--- src/rtl/ccd_frame_seq_pkg.sv ---
package ccd_frame_seq_pkg;

  typedef enum logic {
    MODE_STILL   = 1'b0,
    MODE_MONITOR = 1'b1
  } frameMode_t;

  // strobes from control to datapath
  typedef struct packed {
    logic running;    // sequencer out of idle
    logic lineAdv;    // qualified line advance this cycle
    logic frameWrap;  // advance lands on line 0
    logic fsStart;    // begin fast frame transfer
  } seqStrobe_t;

endpackage

--- src/rtl/ccd_frame_seq_ctrl.sv ---
module ccd_frame_seq_ctrl
  import ccd_frame_seq_pkg::*;
(
  input  logic       clk,
  input  logic       rstN,
  input  logic       pixEn,
  input  logic       lineEnd,
  input  logic       startReq,
  input  logic       modeMonitor,
  input  logic       atLast,
  input  logic       atFsPrev,
  output seqStrobe_t strb,
  output frameMode_t activeMode
);

  logic running;
  logic lineAdv;

  assign lineAdv = running && pixEn && lineEnd;

  always_comb begin
    strb.running   = running;
    strb.lineAdv   = lineAdv;
    strb.frameWrap = lineAdv && atLast;
    strb.fsStart   = lineAdv && (activeMode == MODE_MONITOR) && atFsPrev;
  end

  always_ff @(posedge clk) begin
    if (!rstN) begin
      running    <= 1'b0;
      activeMode <= MODE_STILL;
    end else if (!running) begin
      if (startReq) begin
        running    <= 1'b1;
        activeMode <= frameMode_t'(modeMonitor);
      end
    end else if (strb.frameWrap) begin
      activeMode <= frameMode_t'(modeMonitor);
    end
  end

  AST_START_TAKES_MODE: assert property (@(posedge clk) disable iff (!rstN)
    (!running && startReq) |=> (running && ((activeMode == MODE_MONITOR) == $past(modeMonitor))));

  AST_RUN_STICKY: assert property (@(posedge clk) disable iff (!rstN)
    running |=> running);

  AST_MODE_HOLD_MIDFRAME: assert property (@(posedge clk) disable iff (!rstN)
    (running && !(pixEn && lineEnd && atLast)) |=> $stable(activeMode));

endmodule

--- src/rtl/ccd_frame_seq_dpath.sv ---
module ccd_frame_seq_dpath
  import ccd_frame_seq_pkg::*;
#(
  parameter int LCW            = 11,
  parameter int STILL_LINES    = 2035,
  parameter int MON_LINES      = 315,
  parameter int STILL_CR       = 1628,
  parameter int MON_CR         = 113,
  parameter int STILL_LS_FIRST = 2,
  parameter int STILL_LS_LAST  = 1626,
  parameter int MON_FS_LINE    = 1,
  parameter int MON_LS_FIRST   = 18,
  parameter int MON_LS_LAST    = 314,
  parameter int STORE_LINES    = 298,
  parameter int EDGE_LINES     = 16,
  parameter int ACTIVE_LINES   = 1296,
  parameter int TOP_LINES      = 12,
  parameter int SUB_SPAN       = 1290,
  parameter int KEEP           = 2,
  parameter int GROUP          = 10,
  parameter int FS_DIV         = 16
) (
  input  logic           clk,
  input  logic           rstN,
  input  seqStrobe_t     strb,
  input  frameMode_t     activeMode,
  input  logic           pixEn,
  output logic [LCW-1:0] lineCount,
  output logic           atLast,
  output logic           atFsPrev,
  output logic           chargeReset,
  output logic           frameShiftEn,
  output logic           xferStrobe,
  output logic           keepStrobe,
  output logic           lineShiftEn,
  output logic           lineValid,
  output logic           frameValid
);

  localparam int XFERS         = EDGE_LINES + ACTIVE_LINES + TOP_LINES;
  localparam int XW            = $clog2(XFERS + 1);
  localparam int DW            = $clog2(FS_DIV);
  localparam int GW            = $clog2(GROUP);
  localparam int STILL_ACT_LO  = STILL_LS_FIRST + STORE_LINES + EDGE_LINES;
  localparam int STILL_ACT_HI  = STILL_ACT_LO + ACTIVE_LINES - 1;
  localparam int MON_ACT_LO    = MON_LS_FIRST + EDGE_LINES;
  localparam int MON_ACT_HI    = MON_ACT_LO + (SUB_SPAN / GROUP) * KEEP - 1;

  localparam logic [LCW-1:0] STILL_LAST_C = LCW'(STILL_LINES - 1);
  localparam logic [LCW-1:0] MON_LAST_C   = LCW'(MON_LINES - 1);
  localparam logic [LCW-1:0] STILL_CR_C   = LCW'(STILL_CR);
  localparam logic [LCW-1:0] MON_CR_C     = LCW'(MON_CR);
  localparam logic [LCW-1:0] S_LS_LO_C    = LCW'(STILL_LS_FIRST);
  localparam logic [LCW-1:0] S_LS_HI_C    = LCW'(STILL_LS_LAST);
  localparam logic [LCW-1:0] M_LS_LO_C    = LCW'(MON_LS_FIRST);
  localparam logic [LCW-1:0] M_LS_HI_C    = LCW'(MON_LS_LAST);
  localparam logic [LCW-1:0] S_ACT_LO_C   = LCW'(STILL_ACT_LO);
  localparam logic [LCW-1:0] S_ACT_HI_C   = LCW'(STILL_ACT_HI);
  localparam logic [LCW-1:0] M_ACT_LO_C   = LCW'(MON_ACT_LO);
  localparam logic [LCW-1:0] M_ACT_HI_C   = LCW'(MON_ACT_HI);
  localparam logic [LCW-1:0] FS_PREV_C    = LCW'(MON_FS_LINE - 1);

  localparam logic [XW-1:0]  EDGE_C       = XW'(EDGE_LINES);
  localparam logic [XW-1:0]  SPAN_END_C   = XW'(EDGE_LINES + SUB_SPAN);
  localparam logic [XW-1:0]  XFER_LAST_C  = XW'(XFERS - 1);
  localparam logic [DW-1:0]  DIV_LAST_C   = DW'(FS_DIV - 1);
  localparam logic [GW-1:0]  GRP_LAST_C   = GW'(GROUP - 1);
  localparam logic [GW-1:0]  KEEP_C       = GW'(KEEP);

  logic           isMon;
  logic [LCW-1:0] lastLine;
  logic           fsActive;
  logic [XW-1:0]  xferIdx;
  logic [DW-1:0]  divCnt;
  logic [GW-1:0]  grpCnt;
  logic           stepDone;
  logic           keepNow;

  assign isMon    = (activeMode == MODE_MONITOR);
  assign lastLine = isMon ? MON_LAST_C : STILL_LAST_C;
  assign atLast   = (lineCount == lastLine);
  assign atFsPrev = (lineCount == FS_PREV_C);

  // line counter
  always_ff @(posedge clk) begin
    if (!rstN) begin
      lineCount <= '0;
    end else if (strb.lineAdv) begin
      lineCount <= atLast ? '0 : lineCount + 1'b1;
    end
  end

  // fast transfer: divider, step index, subsampling phase
  assign stepDone = fsActive && pixEn && (divCnt == DIV_LAST_C);

  always_ff @(posedge clk) begin
    if (!rstN) begin
      fsActive <= 1'b0;
      xferIdx  <= '0;
      divCnt   <= '0;
      grpCnt   <= '0;
    end else if (strb.fsStart) begin
      fsActive <= 1'b1;
      xferIdx  <= '0;
      divCnt   <= '0;
      grpCnt   <= '0;
    end else if (strb.frameWrap) begin
      fsActive <= 1'b0;
    end else if (fsActive && pixEn) begin
      if (divCnt == DIV_LAST_C) begin
        divCnt <= '0;
        if (xferIdx >= EDGE_C) begin
          grpCnt <= (grpCnt == GRP_LAST_C) ? '0 : grpCnt + 1'b1;
        end
        if (xferIdx == XFER_LAST_C) begin
          fsActive <= 1'b0;
        end else begin
          xferIdx <= xferIdx + 1'b1;
        end
      end else begin
        divCnt <= divCnt + 1'b1;
      end
    end
  end

  assign keepNow = (xferIdx < EDGE_C) ||
                   ((xferIdx < SPAN_END_C) && (grpCnt < KEEP_C));

  // decodes
  always_comb begin
    frameValid   = strb.running;
    frameShiftEn = fsActive;
    xferStrobe   = stepDone;
    keepStrobe   = stepDone && keepNow;
    chargeReset  = strb.running && (lineCount == (isMon ? MON_CR_C : STILL_CR_C));
    if (isMon) begin
      lineShiftEn = strb.running && (lineCount >= M_LS_LO_C) && (lineCount <= M_LS_HI_C);
      lineValid   = strb.running && (lineCount >= M_ACT_LO_C) && (lineCount <= M_ACT_HI_C);
    end else begin
      lineShiftEn = strb.running && (lineCount >= S_LS_LO_C) && (lineCount <= S_LS_HI_C);
      lineValid   = strb.running && (lineCount >= S_ACT_LO_C) && (lineCount <= S_ACT_HI_C);
    end
  end

  AST_IDLE_QUIET: assert property (@(posedge clk) disable iff (!rstN)
    !frameValid |-> (lineCount == '0 && !chargeReset && !frameShiftEn && !lineShiftEn));

  AST_LINE_HOLD: assert property (@(posedge clk) disable iff (!rstN)
    !strb.lineAdv |=> $stable(lineCount));

  AST_LINE_BOUND: assert property (@(posedge clk) disable iff (!rstN)
    lineCount <= lastLine);

  AST_VALID_IN_SHIFT: assert property (@(posedge clk) disable iff (!rstN)
    lineValid |-> lineShiftEn);

  AST_FS_MONITOR_ONLY: assert property (@(posedge clk) disable iff (!rstN)
    frameShiftEn |-> isMon);

  AST_KEEP_ON_STEP: assert property (@(posedge clk) disable iff (!rstN)
    keepStrobe |-> xferStrobe);

endmodule

--- src/rtl/ccd_frame_seq.sv ---
module ccd_frame_seq
  import ccd_frame_seq_pkg::*;
#(
  parameter int STILL_LINES    = 2035,
  parameter int MON_LINES      = 315,
  parameter int STILL_CR       = 1628,
  parameter int MON_CR         = 113,
  parameter int STILL_LS_FIRST = 2,
  parameter int STILL_LS_LAST  = 1626,
  parameter int MON_FS_LINE    = 1,
  parameter int MON_LS_FIRST   = 18,
  parameter int MON_LS_LAST    = 314,
  parameter int STORE_LINES    = 298,
  parameter int EDGE_LINES     = 16,
  parameter int ACTIVE_LINES   = 1296,
  parameter int TOP_LINES      = 12,
  parameter int SUB_SPAN       = 1290,
  parameter int KEEP           = 2,
  parameter int GROUP          = 10,
  parameter int FS_DIV         = 16,
  localparam int MAX_LINES     = (STILL_LINES > MON_LINES) ? STILL_LINES : MON_LINES,
  localparam int LCW           = $clog2(MAX_LINES)
) (
  input  logic           clk,
  input  logic           rstN,
  input  logic           pixEn,
  input  logic           lineEnd,
  input  logic           modeMonitor,
  input  logic           startReq,
  output logic [LCW-1:0] lineCount,
  output logic           chargeReset,
  output logic           frameShiftEn,
  output logic           xferStrobe,
  output logic           keepStrobe,
  output logic           lineShiftEn,
  output logic           frameValid,
  output logic           lineValid
);

  seqStrobe_t strb;
  frameMode_t activeMode;
  logic       atLast;
  logic       atFsPrev;

  ccd_frame_seq_ctrl ctrl_i (
    .clk         (clk),
    .rstN        (rstN),
    .pixEn       (pixEn),
    .lineEnd     (lineEnd),
    .startReq    (startReq),
    .modeMonitor (modeMonitor),
    .atLast      (atLast),
    .atFsPrev    (atFsPrev),
    .strb        (strb),
    .activeMode  (activeMode)
  );

  ccd_frame_seq_dpath #(
    .LCW            (LCW),
    .STILL_LINES    (STILL_LINES),
    .MON_LINES      (MON_LINES),
    .STILL_CR       (STILL_CR),
    .MON_CR         (MON_CR),
    .STILL_LS_FIRST (STILL_LS_FIRST),
    .STILL_LS_LAST  (STILL_LS_LAST),
    .MON_FS_LINE    (MON_FS_LINE),
    .MON_LS_FIRST   (MON_LS_FIRST),
    .MON_LS_LAST    (MON_LS_LAST),
    .STORE_LINES    (STORE_LINES),
    .EDGE_LINES     (EDGE_LINES),
    .ACTIVE_LINES   (ACTIVE_LINES),
    .TOP_LINES      (TOP_LINES),
    .SUB_SPAN       (SUB_SPAN),
    .KEEP           (KEEP),
    .GROUP          (GROUP),
    .FS_DIV         (FS_DIV)
  ) dpath_i (
    .clk          (clk),
    .rstN         (rstN),
    .strb         (strb),
    .activeMode   (activeMode),
    .pixEn        (pixEn),
    .lineCount    (lineCount),
    .atLast       (atLast),
    .atFsPrev     (atFsPrev),
    .chargeReset  (chargeReset),
    .frameShiftEn (frameShiftEn),
    .xferStrobe   (xferStrobe),
    .keepStrobe   (keepStrobe),
    .lineShiftEn  (lineShiftEn),
    .lineValid    (lineValid),
    .frameValid   (frameValid)
  );

endmodule

--- config.mk ---
export PLATFORM = sky130hd
export DESIGN_NAME = ccd_frame_seq
export DESIGN_NICKNAME = d
export VERILOG_FILES = /design/src/rtl/ccd_frame_seq_pkg.sv /design/src/rtl/ccd_frame_seq_ctrl.sv /design/src/rtl/ccd_frame_seq_dpath.sv /design/src/rtl/ccd_frame_seq.sv
export SDC_FILE = /design/constraint.sdc
export NUM_CORES = 1
export LEC_CHECK = 0
export BUFFER_PORTS_ARGS = -buffer_cell sky130_fd_sc_hd__buf_4
export CAP_MARGIN = 15
export CORE_ASPECT_RATIO = 0.7
export CORE_UTILIZATION = 58
export DETAILED_ROUTE_END_ITERATION = 8
export GPL_ROUTABILITY_DRIVEN = 0
export PLACE_DENSITY = 0.81
export SLEW_MARGIN = 5
export SYNTH_ARGS = -nofsm -noshare
export SYNTH_HDL_FRONTEND = slang
export SYNTH_SLANG_ARGS = --single-unit
--- constraint.sdc ---
create_clock -name clk -period 3.1 [get_ports clk]
set_clock_uncertainty 0.1 [all_clocks]
set_input_delay 0.62 -clock clk [delete_from_list [all_inputs] [get_ports clk]]
set_output_delay 0.62 -clock clk [all_outputs]
set_load 0.01 [all_outputs]
==> flow_metrics.env <==
export IMPL_setup_tns_ns=0
export IMPL_critPathKind="reg -> out"
export IMPL_first_pass_iters=5
export IMPL_endpoint_kind="output port"
export IMPL_ant_nets=0
export IMPL_setup_viol=0
export IMPL_numPlacedInstances=312
export IMPL_pin_count=24
export IMPL_grt_overflow=0
export IMPL_min_path_type="reg -> reg"
export IMPL_peakVddDrop_mv=0.237
export IMPL_numCtsBuffers=5
export IMPL_grt_max_degree=20
export IMPL_layout_nets=283
export IMPL_ys_ff_latch=33
export IMPL_dr_first_iter_drc_count=179
export IMPL_synthCells=256
export IMPL_grt_usage=0.276
export IMPL_status="finished, final reports clean"
export IMPL_worstPathArrival_ns=2.15
export IMPL_wl_um=4800
export IMPL_syn_area_per_cell_um2=8.12
export IMPL_met3_usage=0.0717
export IMPL_synth_area_um2=2080
export IMPL_crit_fanout=11
export IMPL_io_buffer_count=23
export IMPL_p_leak_uw=0.000777
export IMPL_antenna_found_initial=0
export IMPL_antenna_cells=0
export IMPL_cts_buffer_depth=2
export IMPL_busiest_layer="met1"
export IMPL_max_freq_mhz=348
export IMPL_met2_usage=0.378
export IMPL_cts_root_buf="clkbuf_8"
export IMPL_clock_sinks=33
export IMPL_slew_violations=0
export IMPL_layout_setup_ws_ns=0.230
export IMPL_vias=1958
export IMPL_post_dp_hpwl_um=3390
export IMPL_drt_vias_per_instance=6.12
export IMPL_worst_pin_slew_ns=0.607
export IMPL_rows=17
export IMPL_die_h_um=52.1
export IMPL_ys_seq_area_frac=0.318
export IMPL_clk_latency_ns=0.29
export IMPL_rsz0062_at_grt="false"
export IMPL_maxCapViolCount=0
export IMPL_dieArea_um2=3830
export IMPL_cts_clk_slew_worst_paths_ns=0.07
export IMPL_hold_slack_ns=0.407
export IMPL_dp_slack_ns=0.494
export IMPL_core_area_um2=3280
export IMPL_yosysTopAreaCellShare=0.318
export IMPL_required_ns=2.38
export IMPL_cts_tree="built"
export IMPL_post_drt_wl_per_cell_um=15.0
export IMPL_syn_to_final_growth_pct=11.5
export IMPL_power_density_nw_per_um2=337
export IMPL_yosys_area_top_type="dfxtp_1"
export IMPL_total_power_uw=782
export IMPL_synth_fp_nets=267
export IMPL_ctsHtreeMaxLevel=2
export IMPL_drc=0
export IMPL_grt_pass1_wl_um=7880
export IMPL_period_needed_ns=2.87
export IMPL_fin_cells=320
export IMPL_fp_dieW_um=73.6
export IMPL_cts_hold_buf=0
export IMPL_hold_viol=0
export IMPL_critPathLaunchType="flop"
export IMPL_grt_pass1_vias=1673
export IMPL_yosysWarnings=0
export IMPL_max_slew_margin=0.595
export IMPL_initial_core_util=0.635
export IMPL_timing_final_crit_share=0.926
export IMPL_drive_gt1_frac=0.198
export IMPL_grt_util_met1=0.405
export IMPL_synth_distinct_cells=51
export IMPL_synth_area_leaders="dfxtp_1 (32%), nor2_1 (6.1%), nand2_1 (5.1%)"
==> registers in the layout, indices dropped and copies added, names as in the netlist <==
name	cells
ctrl_i.activeMode	1
dpath_i.lineCount	11
dpath_i.xferIdx	11
dpath_i.divCnt	4
dpath_i.grpCnt	4
ctrl_i.running	1
dpath_i.frameShiftEn	1
==> layout by cell type, fill, tap and decap left out, types with 7 or more instances in the layout <==
| cell | instances |
|---|---|
| nor3_1 | 8 |
| nor2_1 | 34 |
| xor2_1 | 7 |
| dfxtp_1 | 33 |
| inv_1 | 8 |
| nand2_1 | 28 |
| nand3_1 | 9 |
| xnor2_1 | 9 |
| a21oi_1 | 10 |
| buf_4 | 24 |
==> logic make-up after synthesis <==
| family | Yosys count | share of synthesized area |
|---|---|---|
| multiplexers | 5 | 0.0241 |
| AND/OR/NAND/NOR | 118 | 0.287 |
| flip-flops | 33 | 0.318 |
| adder cells (fa/ha/maj) | 5 | 0.0301 |
| AO/OA/AOI/OAI | 56 | 0.217 |
| buffers and inverters | 23 | 0.0566 |
| XOR/XNOR | 16 | 0.0674 |
==> area by class of cell <==
type                       instances  area [um2]
multi-input combinational        200        1310
fill                             284         957
sequential                        33         661
timing repair buffer              24         180
clock buffer                       6        72.6
tap                               47        58.8
inverter                           8        30.0
clock inverter                     2        10.0
==> routing by layer <==
| layer | part of all wire | up-vias |
|---|---|---|
| li1 | - | 959 |
| met2 | 0.40 | 88 |
| met1 | 0.50 | 904 |
| met3 | 0.082 | 7 |
| met5 | 0 | - |
| met4 | 0.015 | 0 |
==> power by group <==
group,leakage (uW),internal (uW),switching [uW]
clock network,0.0000450,155,163
registers,0.000266,426,6.42
logic,0.000466,12.5,18.2
==> synth_stat cells (all sizes together) <==
master,instances
a2111oi,5
a211o,1
a211oi,1
a21boi,3
a21oi,16
a2bb2oi,1
a31oi,2
a41oi,1
and2,1
and3,4
buf,10
clkbuf,5
dfxtp,33
ha,5
inv,8
mux2i,5
nand2,29
nand2b,1
nand3,9
nand3b,2
nand4,6
nor2,34
nor2b,2
nor3,9
nor4,6
o2111ai,1
o211ai,2
o21a,2
o21ai,10
o22ai,1
o311ai,2
o31a,1
o31ai,3
o32a,1
o32ai,3
or2,3
or3,5
or4,7
xnor2,9
xor2,7
==> path summary, 6_finish.rpt <==
path                                                   startpoint                              end  cells after the start  slack [ns]
worst max-delay path            dpath_i.lineCount[6]$_SDFFE_PN0N_                      lineShiftEn                      6        0.23
worst min-delay path              dpath_i.xferIdx[1]$_SDFFE_PP0P_  dpath_i.xferIdx[1]$_SDFFE_PP0P_                      2        0.41
worst max register to register  dpath_i.lineCount[1]$_SDFFE_PN0N_   dpath_i.grpCnt[2]$_SDFFE_PP0P_                      6        0.65
worst min register to register    dpath_i.xferIdx[1]$_SDFFE_PP0P_  dpath_i.xferIdx[1]$_SDFFE_PP0P_                      2        0.41
==> worst max-delay path, stage by stage, from the launching register on <==
cell and delay [ns]:
dfxtp_1 0.41, or4_4 0.62, nor3_2 0.25, o21a_1 0.16
a2bb2oi_1 0.17, o32ai_1 0.10, buf_4 0.16
==> stage by stage <==
step / cell area (um2) / utilization
floorplan: 2080 / -
finish: 2320 / 0.708
global route: 2320 / 0.708
global placement: 2230 / 0.681
detailed placement: 2230 / 0.681
CTS: 2310 / 0.706
==> what timing repair did <==
| action | 4_1_cts | 5_1_grt |
|---|---|---|
| endpoints found under the hold margin | 0 | 0 |
| resized for setup | 0 | 1 |
| setup buffers | 0 | 0 |
| endpoints found under the setup margin | 0 | 1 |
Note: power is estimated with default switching activity, not from simulation.
